**config.mk**
```make
export PLATFORM = sky130hd
export DESIGN_NAME = trap_pulse_gen
export DESIGN_NICKNAME = d
export VERILOG_FILES = /design/src/rtl/tpg_pkg.sv /design/src/rtl/tpg_div.sv /design/src/rtl/tpg_nco.sv /design/src/rtl/trap_pulse_gen.sv
export SDC_FILE = /design/constraint.sdc
export NUM_CORES = 1
export LEC_CHECK = 0
export ABC_AREA = 1
export CAP_MARGIN = 5
export CORE_MARGIN = 2
export CORE_UTILIZATION = 30
export DETAILED_ROUTE_END_ITERATION = 8
export PLACE_DENSITY = 0.47
export SLEW_MARGIN = 10
export SYNTH_ARGS = -nofsm -noshare
export SYNTH_HDL_FRONTEND = slang
export SYNTH_SLANG_ARGS = --single-unit
```
**constraint.sdc**
```tcl
create_clock -name clk -period 5 [get_ports clk]
set_input_delay 0.5 -clock clk [delete_from_list [all_inputs] [get_ports clk]]
set_output_delay 0.5 -clock clk [all_outputs]
set_load 0.02 [all_outputs]
```
**src/rtl/tpg_pkg.sv**
```systemverilog
package tpg_pkg;

    typedef enum logic [2:0] {
        ST_IDLE = 3'd0,
        ST_DIV  = 3'd1,
        ST_UP   = 3'd2,
        ST_HOLD = 3'd3,
        ST_DOWN = 3'd4
    } tpg_state_e;

    localparam int unsigned TPG_MIN_HZ = 6;

endpackage

```
**src/rtl/tpg_div.sv**
```systemverilog
// Serial restoring divider: one quotient bit per clock, N_W clocks per result.
module tpg_div #(
    parameter int N_W = 17,
    parameter int D_W = 16
) (
    input  logic           clk,
    input  logic           rst_n,
    input  logic           go,
    input  logic [N_W-1:0] dividend,
    input  logic [D_W-1:0] divisor,
    output logic [N_W-1:0] quotient,
    output logic           valid
);
    localparam int CW = $clog2(N_W + 1);

    typedef struct packed {
        logic [D_W:0]   rem;
        logic [N_W-1:0] quo;
        logic [D_W-1:0] den;
        logic [CW-1:0]  cnt;
        logic           run;
        logic           valid;
    } div_t;

    div_t q, n;
    logic [D_W:0] shifted;
    logic         fits;

    always_comb begin
        n       = q;
        n.valid = 1'b0;
        shifted = {q.rem[D_W-1:0], q.quo[N_W-1]};
        fits    = shifted >= {1'b0, q.den};
        if (go) begin
            n.rem = '0;
            n.quo = dividend;
            n.den = divisor;
            n.cnt = '0;
            n.run = 1'b1;
        end else if (q.run) begin
            n.rem = fits ? (shifted - {1'b0, q.den}) : shifted;
            n.quo = {q.quo[N_W-2:0], fits};
            n.cnt = q.cnt + CW'(1);
            if (q.cnt == CW'(N_W - 1)) begin
                n.run   = 1'b0;
                n.valid = 1'b1;
            end
        end
    end

    always_ff @(posedge clk or negedge rst_n) begin
        if (!rst_n) q <= '0;
        else        q <= n;
    end

    assign quotient = q.quo;
    assign valid    = q.valid;
endmodule

```
**src/rtl/tpg_nco.sv**
```systemverilog
// Phase accumulator: adds twice the frequency each clock, wraps at CLK_HZ,
// and toggles the output on every wrap, giving two edges per period.
module tpg_nco #(
    parameter int CLK_HZ = 50_000_000,
    parameter int FREQ_W = 17
) (
    input  logic              clk,
    input  logic              rst_n,
    input  logic              run,
    input  logic [FREQ_W-1:0] freq,
    output logic              pulse,
    output logic              fall
);
    localparam int ACC_W = $clog2(CLK_HZ) + 1;
    localparam int SUM_W = ((ACC_W > FREQ_W + 1) ? ACC_W : FREQ_W + 1) + 1;
    localparam logic [SUM_W-1:0] MODULUS = SUM_W'(CLK_HZ);

    typedef struct packed {
        logic [SUM_W-1:0] acc;
        logic             lvl;
    } nco_t;

    nco_t q, n;
    logic [SUM_W-1:0] sum;
    logic             wrap;

    always_comb begin
        sum  = q.acc + (SUM_W'(freq) << 1);
        wrap = sum >= MODULUS;
        n    = q;
        if (run) begin
            n.acc = wrap ? (sum - MODULUS) : sum;
            n.lvl = q.lvl ^ wrap;
        end else begin
            n.acc = '0;
            n.lvl = 1'b0;
        end
    end

    always_ff @(posedge clk or negedge rst_n) begin
        if (!rst_n) q <= '0;
        else        q <= n;
    end

    assign pulse = q.lvl;
    assign fall  = run && wrap && q.lvl;
endmodule

```
**src/rtl/trap_pulse_gen.sv**
```systemverilog
module trap_pulse_gen
    import tpg_pkg::*;
#(
    parameter int CLK_HZ        = 50_000_000,
    parameter int MAX_HZ_WIDE   = 100_000,
    parameter int MAX_HZ_NARROW = 32_767,
    parameter int CNT_W         = 32,
    parameter int RAMP_W        = 16,
    parameter int FREQ_W        = $clog2(MAX_HZ_WIDE + 1)
) (
    input  logic              clk,
    input  logic              rst_n,
    input  logic              start,
    input  logic [31:0]       peak_hz,
    input  logic [CNT_W-1:0]  pulse_cnt,
    input  logic [RAMP_W-1:0] ramp_ms,
    input  logic [FREQ_W-1:0] base_hz,
    input  logic              wide_mode,
    input  logic              zero_base,
    output logic              pulse_out,
    output logic              dir_out,
    output logic              busy,
    output logic              done,
    output logic              err
);
    localparam int TICK_CYC = CLK_HZ / 1000;
    localparam int TICK_W   = $clog2(TICK_CYC + 1);
    localparam logic [31:0]       MIN32  = 32'(TPG_MIN_HZ);
    localparam logic [31:0]       MAXW32 = 32'(MAX_HZ_WIDE);
    localparam logic [31:0]       MAXN32 = 32'(MAX_HZ_NARROW);
    localparam logic [FREQ_W-1:0] MIN_F  = FREQ_W'(TPG_MIN_HZ);
    localparam logic [FREQ_W-1:0] MAXW_F = FREQ_W'(MAX_HZ_WIDE);
    localparam logic [FREQ_W-1:0] MAXN_F = FREQ_W'(MAX_HZ_NARROW);

    typedef struct packed {
        tpg_state_e        st;
        logic [FREQ_W-1:0] peak;
        logic [FREQ_W-1:0] floor_hz;
        logic [FREQ_W-1:0] step;
        logic [FREQ_W-1:0] freq;
        logic              no_ramp;
        logic [CNT_W-1:0]  total;
        logic [CNT_W-1:0]  emitted;
        logic [CNT_W-1:0]  up_cnt;
        logic [TICK_W-1:0] tick;
        logic              dir;
        logic              busy;
        logic              done;
        logic              err;
    } ctl_t;

    ctl_t q, n;

    // command conditioning
    logic [31:0]       req;
    logic [31:0]       lim;
    logic [FREQ_W-1:0] peak_c;
    logic [FREQ_W-1:0] base_c;
    logic [FREQ_W-1:0] floor_c;
    logic [CNT_W-1:0]  cnt_mag;
    logic              accept;

    always_comb begin
        req = wide_mode ? peak_hz : {16'd0, peak_hz[15:0]};
        lim = wide_mode ? MAXW32 : MAXN32;
        if ((wide_mode && peak_hz[31]) || (req < MIN32)) begin
            peak_c = MIN_F;
        end else if (req > lim) begin
            peak_c = wide_mode ? MAXW_F : MAXN_F;
        end else begin
            peak_c = req[FREQ_W-1:0];
        end
        if (zero_base)             base_c = '0;
        else if (base_hz > peak_c) base_c = peak_c;
        else                       base_c = base_hz;
        floor_c = (base_c < MIN_F) ? MIN_F : base_c;
        cnt_mag = pulse_cnt[CNT_W-1] ? (~pulse_cnt + CNT_W'(1)) : pulse_cnt;
        accept  = start && (q.st == ST_IDLE) && (cnt_mag != '0);
    end

    // step size divider
    logic [FREQ_W-1:0] quo;
    logic              quo_valid;

    tpg_div #(
        .N_W (FREQ_W),
        .D_W (RAMP_W)
    ) u_div (
        .clk      (clk),
        .rst_n    (rst_n),
        .go       (accept),
        .dividend (peak_c - base_c),
        .divisor  (ramp_ms),
        .quotient (quo),
        .valid    (quo_valid)
    );

    // pulse synthesis
    logic nco_run;
    logic nco_pulse;
    logic nco_fall;

    assign nco_run = (q.st == ST_UP) || (q.st == ST_HOLD) || (q.st == ST_DOWN);

    tpg_nco #(
        .CLK_HZ (CLK_HZ),
        .FREQ_W (FREQ_W)
    ) u_nco (
        .clk   (clk),
        .rst_n (rst_n),
        .run   (nco_run),
        .freq  (q.freq),
        .pulse (nco_pulse),
        .fall  (nco_fall)
    );

    // profile sequencing
    logic              tick_hit;
    logic [CNT_W-1:0]  emitted_nx;
    logic [CNT_W-1:0]  up_nx;
    logic [CNT_W-1:0]  rem_nx;
    logic [FREQ_W:0]   up_sum;
    logic [FREQ_W:0]   down_lim;

    always_comb begin
        n          = q;
        n.done     = 1'b0;
        tick_hit   = (q.tick == TICK_W'(TICK_CYC - 1));
        emitted_nx = q.emitted + CNT_W'(1);
        up_nx      = q.up_cnt + {{(CNT_W-1){1'b0}}, (q.st == ST_UP)};
        rem_nx     = q.total - emitted_nx;
        up_sum     = {1'b0, q.freq} + {1'b0, q.step};
        down_lim   = {1'b0, q.floor_hz} + {1'b0, q.step};

        unique case (q.st)
            ST_IDLE: begin
                if (start && cnt_mag == '0) begin
                    n.err = 1'b1;
                end else if (accept) begin
                    n.err      = 1'b0;
                    n.busy     = 1'b1;
                    n.dir      = ~pulse_cnt[CNT_W-1];
                    n.peak     = peak_c;
                    n.floor_hz = floor_c;
                    n.total    = cnt_mag;
                    n.emitted  = '0;
                    n.up_cnt   = '0;
                    n.no_ramp  = (ramp_ms == '0);
                    n.freq     = (ramp_ms == '0) ? peak_c : base_c;
                    n.st       = ST_DIV;
                end
            end
            ST_DIV: begin
                if (quo_valid) begin
                    if (q.no_ramp)        n.step = '0;
                    else if (quo == '0)   n.step = FREQ_W'(1);
                    else                  n.step = quo;
                    n.tick = '0;
                    n.st   = q.no_ramp ? ST_HOLD : ST_UP;
                end
            end
            ST_UP, ST_HOLD, ST_DOWN: begin
                n.tick = tick_hit ? '0 : (q.tick + TICK_W'(1));
                if (nco_fall) begin
                    n.emitted = emitted_nx;
                    n.up_cnt  = up_nx;
                end
                if (nco_fall && emitted_nx == q.total) begin
                    n.st   = ST_IDLE;
                    n.busy = 1'b0;
                    n.done = 1'b1;
                end else if (q.st == ST_UP) begin
                    if (nco_fall && rem_nx <= up_nx) begin
                        n.st   = ST_DOWN;
                        n.freq = (q.freq < q.floor_hz) ? q.floor_hz : q.freq;
                    end else if (tick_hit) begin
                        if (up_sum >= {1'b0, q.peak}) begin
                            n.freq = q.peak;
                            n.st   = ST_HOLD;
                        end else begin
                            n.freq = up_sum[FREQ_W-1:0];
                        end
                    end
                end else if (q.st == ST_HOLD) begin
                    if (nco_fall && rem_nx <= q.up_cnt) begin
                        n.st = ST_DOWN;
                    end
                end else begin
                    if (tick_hit) begin
                        if ({1'b0, q.freq} > down_lim) n.freq = q.freq - q.step;
                        else                           n.freq = q.floor_hz;
                    end
                end
            end
            default: n.st = ST_IDLE;
        endcase
    end

    always_ff @(posedge clk or negedge rst_n) begin
        if (!rst_n) q <= '0;
        else        q <= n;
    end

    assign pulse_out = nco_pulse;
    assign dir_out   = q.dir;
    assign busy      = q.busy;
    assign done      = q.done;
    assign err       = q.err;
endmodule

```
==> run summary <==
leakage: 17.5 nW
vias per cell: 4.87
first-pass GRT wire length: 137,000 µm
Post-Synth Adder-Cell Area: 0.144
max_cap viols: 0
initial DRC count: 1,388
die height: 294 µm
most common cell after layout, fill and taps aside: nand2_1
post-route cell area: 0.0339 mm²
Via Count: 25,900
Core Area: 0.0836 mm²
share of cells above drive strength 1: 0.190
minimum clock period: 5.57 ns
TritonCTS buffer count: 39
final setup fails: 20
simple-gate area share of the yosys netlist: 0.273
Syn Area/Cell: 6.88 µm²
Wirelength per Cell: 16.5 µm
largest net degree at the start of global routing: 103
worst-skew pair later-pin latency: 0.58 ns
routability cong.: 0.897
failing checks: negative setup slack
Hold Path Class: register to register
Root Buffer: clkbuf_16
Power Dens Cells: 176 mW/mm²
Worst Path Required: 5.45 ns
Setup crit end kind: register
Synth-to-Final Area Change: 34.0%
most frequent cells in the layout: nand2_1 (823), inv_1 (493), buf_4 (416)
Ys Warns: 0
sequential area share after synthesis: 0.269
Final period util: 1.11
Compound-Gate Fraction of Synth Area: 0.163
Async SR Flop Fraction: 1.00
Hold Slack: 0.477 ns
Worst Reg2Reg Path Length in Cells: 38
WHS Path Cells: 2
peak supply drop: 0.234 mV
mux cell area share after synthesis: 0
row cnt: 106
# port buffers: 106
antenna violations before repair: 0
final worst-path setup slack: -0.573 ns
Arr. time, crit path: 6.02 ns
largest family of logic cells by synthesized area: simple AND/OR/NAND/NOR gates
CTS tree: built
EDFF count, synth: 0
#FFs+latches synth: 272
Die ar.: 0.0867 mm²
Setup CP Type: register to register
vias in the first global route: 25,300
DRC Markers: 0
Slowest-stage cell, CP: dfrtp_1
type of origin of the critical path: register
Synth Flop Type: dfrtp_1
maximum fanout along the worst path: 6
largest cells by area after synthesis: dfrtp_1 (27%), ha_1 (14%), nand2_1 (13%)
H-Tree Depth: 2
pins over their slew limit: 0
grt ovf: 0
RSZ-0062 raised after global routing: true
actual slew at the worst max-slew pin: 0.768 ns
TritonRoute pass-1 iters: 5
Cell variety after synth: 60
achievable frequency: 0.179 GHz
status: finished, violations left
Layout Nets: 4,587
io pins: 107
die extent in x: 294 µm
post-synthesis cell area: 0.0253 mm²
Starting Density: 0.303
clock transition at the registers of the reported paths: 0.06 ns
Post-Route WL: 87,300 µm
Max-slew headroom: 0.475
total track usage: 0.198
Clock Path Buffers: 3
DP Wirelength: 67,800 µm
n_diodes: 0
final hold violations: 0
post-synth top area cell: dfrtp_1
Critical Path Max Stage Delay: 0.38 ns
Routed Antenna Nets: 0
Final Skew: 0.0205 ns
Gate Count Post-Synth: 3,676
clock sink count: 272
placed cell areas: 0.0305 mm²
Synth top area share: 0.269
Syn Nets: 4,066
post-synthesis xor/xnor area fraction: 0.0582
cells in the mapped netlist (all sizes together), types with 39 or more instances:
library cell and count:
nand4 84, nand2 856, xor2 129, nor2 325, ha 281, o22ai 83
nor3 70, nand3 217, o21ai 238, xnor2 39, inv 514, a21oi 274
dfrtp 272, clkbuf 64
final timing paths:
| check | startpoint | endpoint | slack (ns) |
|---|---|---|---|
| min in group asynchronous | rst_n | q[48]$_DFFE_PN0P_ | 0.51 |
| setup reg to reg | q[52]$_DFFE_PN0P_ | q[129]$_DFFE_PN0P_ | -0.57 |
| hold reg to reg | busy$_DFFE_PN0P_ | busy$_DFFE_PN0P_ | 0.48 |
| hold / removal | busy$_DFFE_PN0P_ | busy$_DFFE_PN0P_ | 0.48 |
| max in group asynchronous | rst_n | q[160]$_DFFE_PN0P_ | 3.38 |
| setup / recovery | q[52]$_DFFE_PN0P_ | q[129]$_DFFE_PN0P_ | -0.57 |
power by group:
group / switching (mW) / internal (mW) / total [mW] / leakage [nW]
logic: 0.466 / 0.456 / 0.922 / 13.8
registers: 0 / 2.20 / 2.20 / 3.15
clock network: 1.14 / 1.69 / 2.83 / 0.637
total: 1.61 / 4.35 / 5.96 / 17.5
kinds of logic after synthesis:
logic type | Yosys count
AO/OA/AOI/OAI | 730
XOR/XNOR | 168
adder cells (fa/ha/maj) | 288
buffers and inverters | 610
flip-flops | 272
AND/OR/NAND/NOR | 1608
sequential cells by signal (all words and copies together) (netlist names):
| register | count |
|---|---|
| busy | 1 |
| dir_out | 1 |
| done | 1 |
| err | 1 |
| q | 184 |
| u_div.q | 38 |
| u_div.quotient | 17 |
| u_div.valid | 1 |
| u_nco.pulse | 1 |
| u_nco.q | 27 |
per-stage QoR:
stage	util	TNS [ns]	total power, mW	cells	setup WS [ns]
detailed placement	0.366	-26.38	3.00	5167	-0.995
finish	0.406	-11.05	5.96	5306	-0.573
floorplan	-	-0.568	2.60	3676	-0.254
CTS	0.392	-10.08	5.98	5279	-0.527
global placement	0.366	-24.24	3.01	5167	-0.955
global route	0.406	-20.61	6.22	5306	-1.03
repair_timing:
item                       in CTS  in global routing
setup endpoints to repair      29                 33
hold endpoints to repair       69                  0
hold buffers                    1                  0
resized for setup             132                215
pin swaps                      57                119
cloned                          3                  2
setup buffers                  38                 32
critical path, delay by kind of cell (launching register included):
kind            cells  cell delay, ns
simple gates       18            2.11
buf+inv            10            1.12
fa+ha+maj           3            0.81
compound gates      5            0.68
flops               1            0.38
xor+xnor            2            0.32
metal layers:
layer | wire length, µm | share of wire | track usage | up-vias
li1 | - | - | - | 13400
met1 | 42400 | 0.49 | 0.279 | 11900
met2 | 39500 | 0.45 | 0.322 | 459
met3 | 3430 | 0.039 | 0.0227 | 101
met4 | 2010 | 0.023 | 0.0508 | 0
met5 | 0 | 0 | 0 | -
final cells by class:
| cell class | instances | area (µm²) |
|---|---|---|
| inverters | 519 | 1960 |
| repair inverters | 1 | 7.51 |
| multi-input cells | 2796 | 17700 |
| clock buffers | 54 | 1130 |
| well taps | 1080 | 1350 |
| flip-flops and latches | 272 | 6810 |
| repair buffers | 568 | 4830 |
| fillers | 8766 | 49600 |
| clock inverters | 16 | 158 |
No activity file was read; power rests on OpenSTA's default activity.
